**src/rtl/uart_ctl_pkg.sv**
```systemverilog
package uart_ctl_pkg;

    localparam int ADDR_W = 3;

    typedef enum logic [2:0] {
        A_CTRL = 3'd0,
        A_FMT  = 3'd1,
        A_DIV  = 3'd2,
        A_STAT = 3'd3,
        A_DATA = 3'd4
    } reg_addr_e;

    typedef enum logic [1:0] {
        TX_OFF  = 2'd0,
        TX_IDLE = 2'd1,
        TX_BUSY = 2'd2
    } tx_state_e;

    typedef enum logic [1:0] {
        RX_OFF     = 2'd0,
        RX_LISTEN  = 2'd1,
        RX_BLOCKED = 2'd2
    } rx_state_e;

    // control register layout, LSB first: tx_en, rx_en, clk_sel, irq enables
    typedef struct packed {
        logic       tend_ie;
        logic       tx_ie;
        logic       rx_ie;
        logic [1:0] clk_sel;
        logic       rx_en;
        logic       tx_en;
    } ctrl_t;

    localparam int CTRL_W = $bits(ctrl_t);

    localparam logic [1:0] CLK_INT_OUT = 2'b01;

    // status bit positions
    localparam int ST_TDRE = 0;
    localparam int ST_RDRF = 1;
    localparam int ST_PER  = 2;
    localparam int ST_FER  = 3;
    localparam int ST_ORER = 4;
    localparam int ST_TEND = 5;
    localparam int N_ERR   = 3;

endpackage

```
**src/rtl/uart_baud_gen.sv**
```systemverilog
module uart_baud_gen #(
    parameter int DIV_W = 8
) (
    input  logic             clk,
    input  logic             rst_n,
    input  logic             ext_sel,
    input  logic [DIV_W-1:0] div,
    input  logic             ext_tick,
    output logic             baud_tick,
    output logic             sck_phase
);

    logic [DIV_W-1:0] cnt_q;
    logic             tick_q;
    logic             phase_q;
    logic             wrap;

    assign wrap = (cnt_q == '0);

    always_ff @(posedge clk) begin
        if (!rst_n) begin
            cnt_q   <= '0;
            tick_q  <= 1'b0;
            phase_q <= 1'b0;
        end else if (ext_sel) begin
            // counter parked on the divisor while the external tick rules
            cnt_q   <= div;
            tick_q  <= ext_tick;
        end else begin
            tick_q <= wrap;
            if (wrap) begin
                cnt_q   <= div;
                phase_q <= ~phase_q;
            end else begin
                cnt_q <= cnt_q - 1'b1;
            end
        end
    end

    assign baud_tick = tick_q;
    assign sck_phase = phase_q;

endmodule

```
**src/rtl/uart_tx_ctl.sv**
```systemverilog
module uart_tx_ctl
    import uart_ctl_pkg::*;
#(
    parameter int DATA_W = 8
) (
    input  logic              clk,
    input  logic              rst_n,
    input  logic              tx_en,
    input  logic              tx_dis,
    input  logic              tdr_wr,
    input  logic [DATA_W-1:0] tdr_in,
    input  logic              tx_done,
    output logic              tdre,
    output logic              tend,
    output logic              tx_start,
    output logic [DATA_W-1:0] tx_byte
);

    tx_state_e         state_q, state_d;
    logic              launch;
    logic              finish;
    logic              en_eff;
    logic [DATA_W-1:0] tdr_q;
    logic              tdre_q, tend_q;
    logic              start_q;
    logic [DATA_W-1:0] byte_q;

    // a disabling control write takes effect in the same cycle
    assign en_eff = tx_en && !tx_dis;

    always_comb begin
        state_d = state_q;
        launch  = 1'b0;
        finish  = 1'b0;
        unique case (state_q)
            TX_OFF: begin
                if (en_eff) state_d = TX_IDLE;
            end
            TX_IDLE: begin
                if (!en_eff) begin
                    state_d = TX_OFF;
                end else if (!tdre_q) begin
                    launch  = 1'b1;
                    state_d = TX_BUSY;
                end
            end
            TX_BUSY: begin
                if (!en_eff) begin
                    state_d = TX_OFF;
                end else if (tx_done) begin
                    if (!tdre_q) begin
                        launch = 1'b1;
                    end else begin
                        finish  = 1'b1;
                        state_d = TX_IDLE;
                    end
                end
            end
            default: state_d = TX_OFF;
        endcase
    end

    always_ff @(posedge clk) begin
        if (!rst_n) state_q <= TX_OFF;
        else        state_q <= state_d;
    end

    always_ff @(posedge clk) begin
        if (!rst_n) begin
            tdr_q   <= '0;
            tdre_q  <= 1'b1;
            tend_q  <= 1'b1;
            start_q <= 1'b0;
            byte_q  <= '0;
        end else begin
            start_q <= launch;
            if (launch) byte_q <= tdr_q;
            if (tdr_wr) tdr_q <= tdr_in;

            if (tx_dis)      tdre_q <= 1'b1;
            else if (tdr_wr) tdre_q <= 1'b0;
            else if (launch) tdre_q <= 1'b1;

            if (tx_dis)      tend_q <= 1'b1;
            else if (launch) tend_q <= 1'b0;
            else if (finish) tend_q <= 1'b1;
        end
    end

    assign tdre     = tdre_q;
    assign tend     = tend_q;
    assign tx_start = start_q;
    assign tx_byte  = byte_q;

endmodule

```
**src/rtl/uart_rx_ctl.sv**
```systemverilog
module uart_rx_ctl
    import uart_ctl_pkg::*;
#(
    parameter int DATA_W = 8
) (
    input  logic              clk,
    input  logic              rst_n,
    input  logic              rx_en,
    input  logic              rx_valid,
    input  logic [DATA_W-1:0] rx_byte,
    input  logic              rx_par_err,
    input  logic              rx_frm_err,
    input  logic              rdr_pop,
    input  logic [N_ERR-1:0]  err_clr,
    output logic              rdrf,
    output logic [N_ERR-1:0]  err,
    output logic [DATA_W-1:0] rdr
);

    // err vector: [0] parity, [1] framing, [2] overrun
    rx_state_e         state_q, state_d;
    logic              rdrf_q, rdrf_d;
    logic [N_ERR-1:0]  err_q, err_d;
    logic [DATA_W-1:0] rdr_q;
    logic              take;
    logic              listening;

    assign listening = (state_q == RX_LISTEN) && rx_en;

    always_comb begin
        rdrf_d = rdrf_q;
        err_d  = err_q & ~err_clr;
        take   = 1'b0;
        if (rdr_pop) rdrf_d = 1'b0;
        if (listening && rx_valid) begin
            if (rdrf_q) begin
                err_d[2] = 1'b1;
            end else begin
                take     = 1'b1;
                rdrf_d   = 1'b1;
                err_d[0] = err_d[0] | rx_par_err;
                err_d[1] = err_d[1] | rx_frm_err;
            end
        end
    end

    always_comb begin
        state_d = state_q;
        unique case (state_q)
            RX_OFF: begin
                if (rx_en) state_d = (|err_d) ? RX_BLOCKED : RX_LISTEN;
            end
            RX_LISTEN: begin
                if (!rx_en)      state_d = RX_OFF;
                else if (|err_d) state_d = RX_BLOCKED;
            end
            RX_BLOCKED: begin
                if (!rx_en)         state_d = RX_OFF;
                else if (!(|err_d)) state_d = RX_LISTEN;
            end
            default: state_d = RX_OFF;
        endcase
    end

    always_ff @(posedge clk) begin
        if (!rst_n) state_q <= RX_OFF;
        else        state_q <= state_d;
    end

    always_ff @(posedge clk) begin
        if (!rst_n) begin
            rdrf_q <= 1'b0;
            err_q  <= '0;
            rdr_q  <= '0;
        end else begin
            rdrf_q <= rdrf_d;
            err_q  <= err_d;
            if (take) rdr_q <= rx_byte;
        end
    end

    assign rdrf = rdrf_q;
    assign err  = err_q;
    assign rdr  = rdr_q;

endmodule

```
**src/rtl/uart_ctl_status.sv**
```systemverilog
module uart_ctl_status
    import uart_ctl_pkg::*;
#(
    parameter int DATA_W = 8
) (
    input  logic              clk,
    input  logic              rst_n,
    input  logic              bus_wr,
    input  logic              bus_rd,
    input  logic [ADDR_W-1:0] bus_addr,
    input  logic [DATA_W-1:0] bus_wdata,
    output logic [DATA_W-1:0] bus_rdata,
    input  logic              ext_clk_tick,
    output logic              baud_tick,
    output logic              sck_out,
    output logic              sck_oe,
    output logic              txd_serial,
    output logic              rxd_serial,
    output logic              tx_start,
    output logic [DATA_W-1:0] tx_byte,
    input  logic              tx_done,
    input  logic              rx_valid,
    input  logic [DATA_W-1:0] rx_byte,
    input  logic              rx_par_err,
    input  logic              rx_frm_err,
    output logic [DATA_W-1:0] frame_fmt,
    output logic              irq_rx,
    output logic              irq_tx,
    output logic              irq_tend
);

    ctrl_t             ctrl_q;
    logic [DATA_W-1:0] fmt_q;
    logic [DATA_W-1:0] div_q;
    logic [N_ERR-1:0]  err_arm_q;

    logic wr_ctrl, wr_fmt, wr_div, wr_stat, wr_data;
    logic rd_stat, rd_data;
    logic locked, tx_dis;

    logic              tdre_w, tend_w, rdrf_w;
    logic [N_ERR-1:0]  rx_err_w;
    logic [N_ERR-1:0]  err_clr;
    logic [DATA_W-1:0] rdr_w;
    logic [DATA_W-1:0] status_w;
    logic              sck_phase;

    // bus decode
    assign wr_ctrl = bus_wr && (bus_addr == A_CTRL);
    assign wr_fmt  = bus_wr && (bus_addr == A_FMT);
    assign wr_div  = bus_wr && (bus_addr == A_DIV);
    assign wr_stat = bus_wr && (bus_addr == A_STAT);
    assign wr_data = bus_wr && (bus_addr == A_DATA);
    assign rd_stat = bus_rd && (bus_addr == A_STAT);
    assign rd_data = bus_rd && (bus_addr == A_DATA);

    assign locked  = ctrl_q.tx_en || ctrl_q.rx_en;
    assign tx_dis  = wr_ctrl && !bus_wdata[0];

    always_ff @(posedge clk) begin
        if (!rst_n) begin
            ctrl_q <= '0;
            fmt_q  <= '0;
            div_q  <= '0;
        end else begin
            if (wr_ctrl)           ctrl_q <= ctrl_t'(bus_wdata[CTRL_W-1:0]);
            if (wr_fmt && !locked) fmt_q  <= bus_wdata;
            if (wr_div && !locked) div_q  <= bus_wdata;
        end
    end

    // error acknowledge: a status read arms each flag it saw set,
    // a later write of 0 to an armed flag clears it
    assign err_clr = {N_ERR{wr_stat}} & err_arm_q & ~bus_wdata[ST_ORER:ST_PER];

    always_ff @(posedge clk) begin
        if (!rst_n) err_arm_q <= '0;
        else        err_arm_q <= (err_arm_q & ~err_clr) | ({N_ERR{rd_stat}} & rx_err_w);
    end

    uart_baud_gen #(.DIV_W(DATA_W)) u_baud (
        .clk       (clk),
        .rst_n     (rst_n),
        .ext_sel   (ctrl_q.clk_sel[1]),
        .div       (div_q),
        .ext_tick  (ext_clk_tick),
        .baud_tick (baud_tick),
        .sck_phase (sck_phase)
    );

    uart_tx_ctl #(.DATA_W(DATA_W)) u_tx (
        .clk      (clk),
        .rst_n    (rst_n),
        .tx_en    (ctrl_q.tx_en),
        .tx_dis   (tx_dis),
        .tdr_wr   (wr_data),
        .tdr_in   (bus_wdata),
        .tx_done  (tx_done),
        .tdre     (tdre_w),
        .tend     (tend_w),
        .tx_start (tx_start),
        .tx_byte  (tx_byte)
    );

    uart_rx_ctl #(.DATA_W(DATA_W)) u_rx (
        .clk        (clk),
        .rst_n      (rst_n),
        .rx_en      (ctrl_q.rx_en),
        .rx_valid   (rx_valid),
        .rx_byte    (rx_byte),
        .rx_par_err (rx_par_err),
        .rx_frm_err (rx_frm_err),
        .rdr_pop    (rd_data),
        .err_clr    (err_clr),
        .rdrf       (rdrf_w),
        .err        (rx_err_w),
        .rdr        (rdr_w)
    );

    assign status_w = DATA_W'({tend_w, rx_err_w, rdrf_w, tdre_w});

    always_comb begin
        case (bus_addr)
            A_CTRL:  bus_rdata = DATA_W'(ctrl_q);
            A_FMT:   bus_rdata = fmt_q;
            A_DIV:   bus_rdata = div_q;
            A_STAT:  bus_rdata = status_w;
            A_DATA:  bus_rdata = rdr_w;
            default: bus_rdata = '0;
        endcase
    end

    assign sck_oe     = (ctrl_q.clk_sel == CLK_INT_OUT);
    assign sck_out    = sck_oe && sck_phase;
    assign txd_serial = ctrl_q.tx_en;
    assign rxd_serial = ctrl_q.rx_en;
    assign frame_fmt  = fmt_q;

    assign irq_rx   = ctrl_q.rx_ie   && (rdrf_w || (|rx_err_w));
    assign irq_tx   = ctrl_q.tx_ie   && tdre_w;
    assign irq_tend = ctrl_q.tend_ie && tend_w;

endmodule

```
**config.mk**
```make
export PLATFORM = sky130hd
export DESIGN_NAME = uart_ctl_status
export DESIGN_NICKNAME = d
export VERILOG_FILES = /design/src/rtl/uart_ctl_pkg.sv /design/src/rtl/uart_baud_gen.sv /design/src/rtl/uart_tx_ctl.sv /design/src/rtl/uart_rx_ctl.sv /design/src/rtl/uart_ctl_status.sv
export SDC_FILE = /design/constraint.sdc
export NUM_CORES = 1
export LEC_CHECK = 0
export BUFFER_PORTS_ARGS = -buffer_cell sky130_fd_sc_hd__buf_4
export CORE_UTILIZATION = 50
export DETAILED_ROUTE_END_ITERATION = 16
export PLACE_DENSITY = 0.74
export SETUP_SLACK_MARGIN = 0.05
export SLEW_MARGIN = 20
export SYNTH_ARGS = -nofsm -noshare
export SYNTH_HDL_FRONTEND = slang
export SYNTH_SLANG_ARGS = --single-unit
```
**constraint.sdc**
```tcl
create_clock -name clk -period 1.7 [get_ports clk]
set_input_delay 0.34 -clock clk [delete_from_list [all_inputs] [get_ports clk]]
set_output_delay 0.34 -clock clk [all_outputs]
set_load 0.05 [all_outputs]
```
# == Word level (Yosys, flattened, before mapping) ==
# Index checks and enable logic that the tools add are counted.
# word_totals
ff_bits,71
inputBits,28
out_inout_bits,33
elab_cells,125
# op_classes
addsub,1
eq_ne,16
muxes,39
bitwise_logic,13
reduce_logical,34
# op_table
op,n
one-hot mux 8 bit (5 select lines),1
2-to-1 mux 2 bit,13
2-to-1 mux 1 bit,19
logical AND 1 bit,17
2-to-1 mux 8 bit,2
bitwise AND 3 bit,5
inequality test 3 bit (second input constant),5
one-hot mux 2 bit (3 select lines),2
zero test 8 bit,1
subtractor 8 x 1 -> 8 bit (second input constant),1
equality test 2 x 1 -> 1 bit (second input constant),3
equality test 3 x 2 -> 1 bit (second input constant),2
inverter 3 bit,2
OR reduction 3 bit,2
equality test 2 bit (second input constant),2
zero test 2 bit,2
AND reduction 4 bit,1
nonzero test 2 bit,2
equality test 3 x 1 -> 1 bit (second input constant),1
equality test 3 bit (second input constant),1
zero test 1 bit,3
zero test 3 bit,1
2-to-1 mux 3 bit,1
inverter 1 bit,3
other kinds (9),11

# == Logic depth before layout (Yosys ltp) ==
# logic_depth
depth_word,13
mapped_depth,7
mapped_depth_nobuf,6

# == Cells and area by module ==
# Synthesis repeated with hierarchy kept, for this count alone.
# unflattened
hier_cells,382
area_unflattened_um2,3439.5
# by_module_without_submodules
mod,instances,cells_each,area_per_inst_um2
uart_ctl_status,1,165,1422.6
uart_tx_ctl,1,99,927.1
uart_rx_ctl,1,64,568.0
uart_baud_gen,1,54,521.8

# == Least setup slack after synthesis ==
# OpenSTA, ideal clock, no wires.
# synth_path
path_type,input port to output port
start,input port bus_addr[0]
end,output port bus_rdata[7]
arrival_ps,2063
path_slack_ps,-703
cell_stages,5
path_cell_list,buf_2 > clkbuf_1 > and3b_1 > a21oi_1 > o21ai_0
# synth_via
elab_chain_len,2
# synth_rtl
item,line,rtl
"start, declared",uart_ctl_status.sv:10,"input logic [ADDR_W-1:0] bus_addr,"
"equality test 3 bit, or another cell as far along",uart_ctl_status.sv:123,case (bus_addr)
one-hot mux 8 bit (5 select lines) (*),uart_ctl_status.sv:123,
"end, declared",uart_ctl_status.sv:12,"output logic [DATA_W-1:0] bus_rdata,"
# Mark *: on every way between the ends. The rest lies on a longest branch, timed or not.

# == Final worst setup path ==
# layout_path
start,"register u_tx.tend_q, in the netlist u_tx.tend"
end,output port bus_rdata[5]
# layout_via
elab_chain_len,1
# layout_rtl
item,line,rtl
"start, declared",uart_tx_ctl.sv:24,"logic tdre_q, tend_q;"
"start signal, assigned",uart_tx_ctl.sv:72,tend_q <= 1'b1;
"start signal, assigned",uart_tx_ctl.sv:84,if (tx_dis) tend_q <= 1'b1;
"start signal, assigned",uart_tx_ctl.sv:85,else if (launch) tend_q <= 1'b0;
one-hot mux 8 bit (5 select lines),uart_ctl_status.sv:123,
# Every way passes these cells.

==> flow_metrics.env <==
export IMPL_hold_class="primary input to register"
export IMPL_path_class="register to output pin"
export IMPL_drive_gt1_share_pct=37.86
export IMPL_peakVddDrop_mv=0.7510
export IMPL_synth_top_area_share_pct=44.19
export IMPL_worst_pin_slew_ns=0.3807
export IMPL_slew_headroom_pct=74.41
export IMPL_cts_sinks=71
export IMPL_cp_slowest_cell="mux4_2"
export IMPL_grt_max_degree=40
export IMPL_path_clk_slew_ns=0.08
export IMPL_cap_violations=0
export IMPL_clk_path_buf_depth=2
export IMPL_rsz0062_at_grt="true"
export IMPL_start_kind="register"
export IMPL_cts_tree="built"
export IMPL_drc=0
export IMPL_ys_flop_type="dfxtp_1"
export IMPL_cts_made_buffers=9
export IMPL_clk_latency_ns=0.35
export IMPL_end_kind="output pin"
export IMPL_gr_total_overflow=0
export IMPL_synth_seq_cells=71
export IMPL_io_pins=61
export IMPL_violations="setup timing"
export IMPL_critPathMaxFanout=2
export IMPL_initial_core_util_pct=53.08
export IMPL_grt_use_total_pct=28.03
export IMPL_finalInstanceArea_sq_um=4427
export IMPL_via_per_inst=5.504
export IMPL_ant_nets=0
export IMPL_cpPeakStageDelay_ns=0.49
export IMPL_final_setup_skew_ns=0.006233
export IMPL_p_leak_nw=1.929
export IMPL_fin_tns_setup_ns=-0.1082
export IMPL_clock_root_buffer="clkbuf_8"
export IMPL_fin_ws_ns=-0.08378
export IMPL_crit_buf_inv=2
export IMPL_grt_first_pass_wirelength_mm=13.90
export IMPL_arrival_ns=1.44
export IMPL_seq_area_sq_um=1459
export IMPL_timing_final_hold_violations=0
export IMPL_fmax_mhz=560.6
export IMPL_wl_per_cell_um=16.59
export IMPL_coreArea_sq_um=6061
export IMPL_dieHeight_um=82.21
export IMPL_place_ws_ns=-0.1583
export IMPL_first_global_vias=2894
export IMPL_syn_to_final_growth_pct=37.61
export IMPL_drt_iter0_drc=192
export IMPL_multiInputGateArea_sq_um=1833
export IMPL_crit_family="multiplexers"
export IMPL_place_inst=503
export IMPL_status="finished, violations left"
export IMPL_min_period_ns=1.784
export IMPL_rows=28
export IMPL_place_gp_congestion=0.8658
export IMPL_mostFrequentLayoutCell="buf_4"
export IMPL_num_vias=2928
export IMPL_place_area_sq_um=4000
export IMPL_setup_viol=2
export IMPL_diodes=0
export IMPL_postSynthCellCount=361
export IMPL_holdWs_ns=0.2217
export IMPL_dp_hpwl_mm=6.203
export IMPL_wl_mm=8.828
export IMPL_worst_ep_required_time_ns=1.36
export IMPL_synthArstFlopShare_pct=0
export IMPL_htreeDepth=3
export IMPL_layout_cells_non_filler=532
export IMPL_dr_pass1_iters=4
export IMPL_powerDensity_nw_per_um2=886.9
export IMPL_ys_warn_count=0
export IMPL_dieArea_sq_um=6758
export IMPL_yosys_top_cells_area="dfxtp_1 (44%), mux2i_1 (13%), nor2_1 (6.2%)"
export IMPL_fillCellCount=462
export IMPL_fin_nets=486
export IMPL_die_w_um=82.21
export IMPL_portBuffers=60
export IMPL_slew_viol_final=0
export IMPL_period_share_pct=104.9
export IMPL_synth_top_cell_by_area="dfxtp_1"
export IMPL_crit_path_cell_trace="mux4_2 -> inv_2 -> o21ai_4 -> buf_6"
export IMPL_antenna_found_initial=0
export IMPL_synth_cell_types=46
export IMPL_avgSynthCellArea_sq_um=8.911
export IMPL_seq_area_frac_synth_pct=44.19
export IMPL_synth_edf_count=0
export IMPL_synth_area_sq_um=3217
export IMPL_syn_num_nets=395
export IMPL_layout_common_cells="buf_4 (86), nor2_1 (51), dfxtp_1 (49)"
-- per-layer routing --
metal / vias to the layer above / GRT usage [%] / wire length, um
met2: 95 / 46.78 / 4392
li1: 1426 / - / -
met5: - / 0 / 0
met1: 1393 / 35.01 / 3699
met3: 14 / 6.593 / 580
met4: 0 / 10.35 / 155
-- tightest hold or removal path: stages --
cell	delay (ns)
buf_4	0.07
mux2i_1	0.05
nor2_1	0.07
-- flip-flops by register name (all words and copies together), names as in the netlist, 2 cells and up --
| register | count |
|---|---|
| div_q | 8 |
| u_tx.tdr_q | 8 |
| err_arm_q | 3 |
| u_rx.rdr | 8 |
| ctrl_q | 5 |
| u_baud.cnt_q | 8 |
| u_tx.state_q | 2 |
| u_tx.tx_byte | 8 |
| u_rx.state_q | 2 |
| frame_fmt | 8 |
| u_rx.err | 3 |
-- worst paths after layout --
| path | from | endpoint | slack [ns] | cells after the start |
|---|---|---|---|---|
| min | rx_byte[2] | u_rx.rdr[2] | 0.22 | 3 |
| min reg2reg | u_tx.tdr_q[5] | u_tx.tdr_q[5] | 0.46 | 2 |
| max reg2reg | u_tx.state_q[0] | u_tx.state_q[0] | 0.11 | 6 |
| max | u_tx.tend | bus_rdata[5] | -0.08 | 4 |
-- cells in the mapped netlist, drive strengths merged, types with 3 or more instances --
library cell  number
dfxtp             71
nor2              53
mux2i             43
nand2             41
a21oi             30
clkbuf            14
o21ai             13
and2               9
inv                9
nor2b              7
a211oi             6
buf                6
ha                 6
nand3              5
o22ai              5
nand2b             3
nor3               3
o2111ai            3
xnor2              3
xor2               3
-- metrics by stage --
stage | total power, mW | util, %
CTS | 3.935 | 71.80
finish | 3.926 | 73.04
global route | 4.139 | 73.04
detailed placement | 2.716 | 66.00
floorplan | 2.468 | -
global placement | 2.693 | 66.00
-- power by group --
group / switching [mW] / total (mW) / internal, mW
logic: 0.463 / 0.841 / 0.378
registers: 0.0983 / 1.87 / 1.77
clock network: 0.652 / 1.22 / 0.567
total: 1.21 / 3.93 / 2.71
-- layout make-up --
class	instances	area share, %
Multi-Input combinational cell	260	41.41
Timing Repair Buffer	100	18.71
Clock inverter	5	0.7631
Tap cell	75	2.120
Inverter	10	0.8479
Clock buffer	11	3.194
Sequential cell	71	32.96
-- cells by family after synthesis --
logic type               synth area share (%)
AO/OA/AOI/OAI                           13.96
buffers and inverters                   4.317
AND/OR/NAND/NOR                         19.49
adder cells (fa/ha/maj)                 2.334
multiplexers                            14.08
XOR/XNOR                                1.634
flip-flops                              44.19
-- repair_timing --
item	CTS	global route
hold buffers	0	0
setup endpoints to repair	10	18
resized for setup	40	16
buffers inserted	10	3
pin swaps	3	5
No activity file was read; power rests on OpenSTA's default activity.
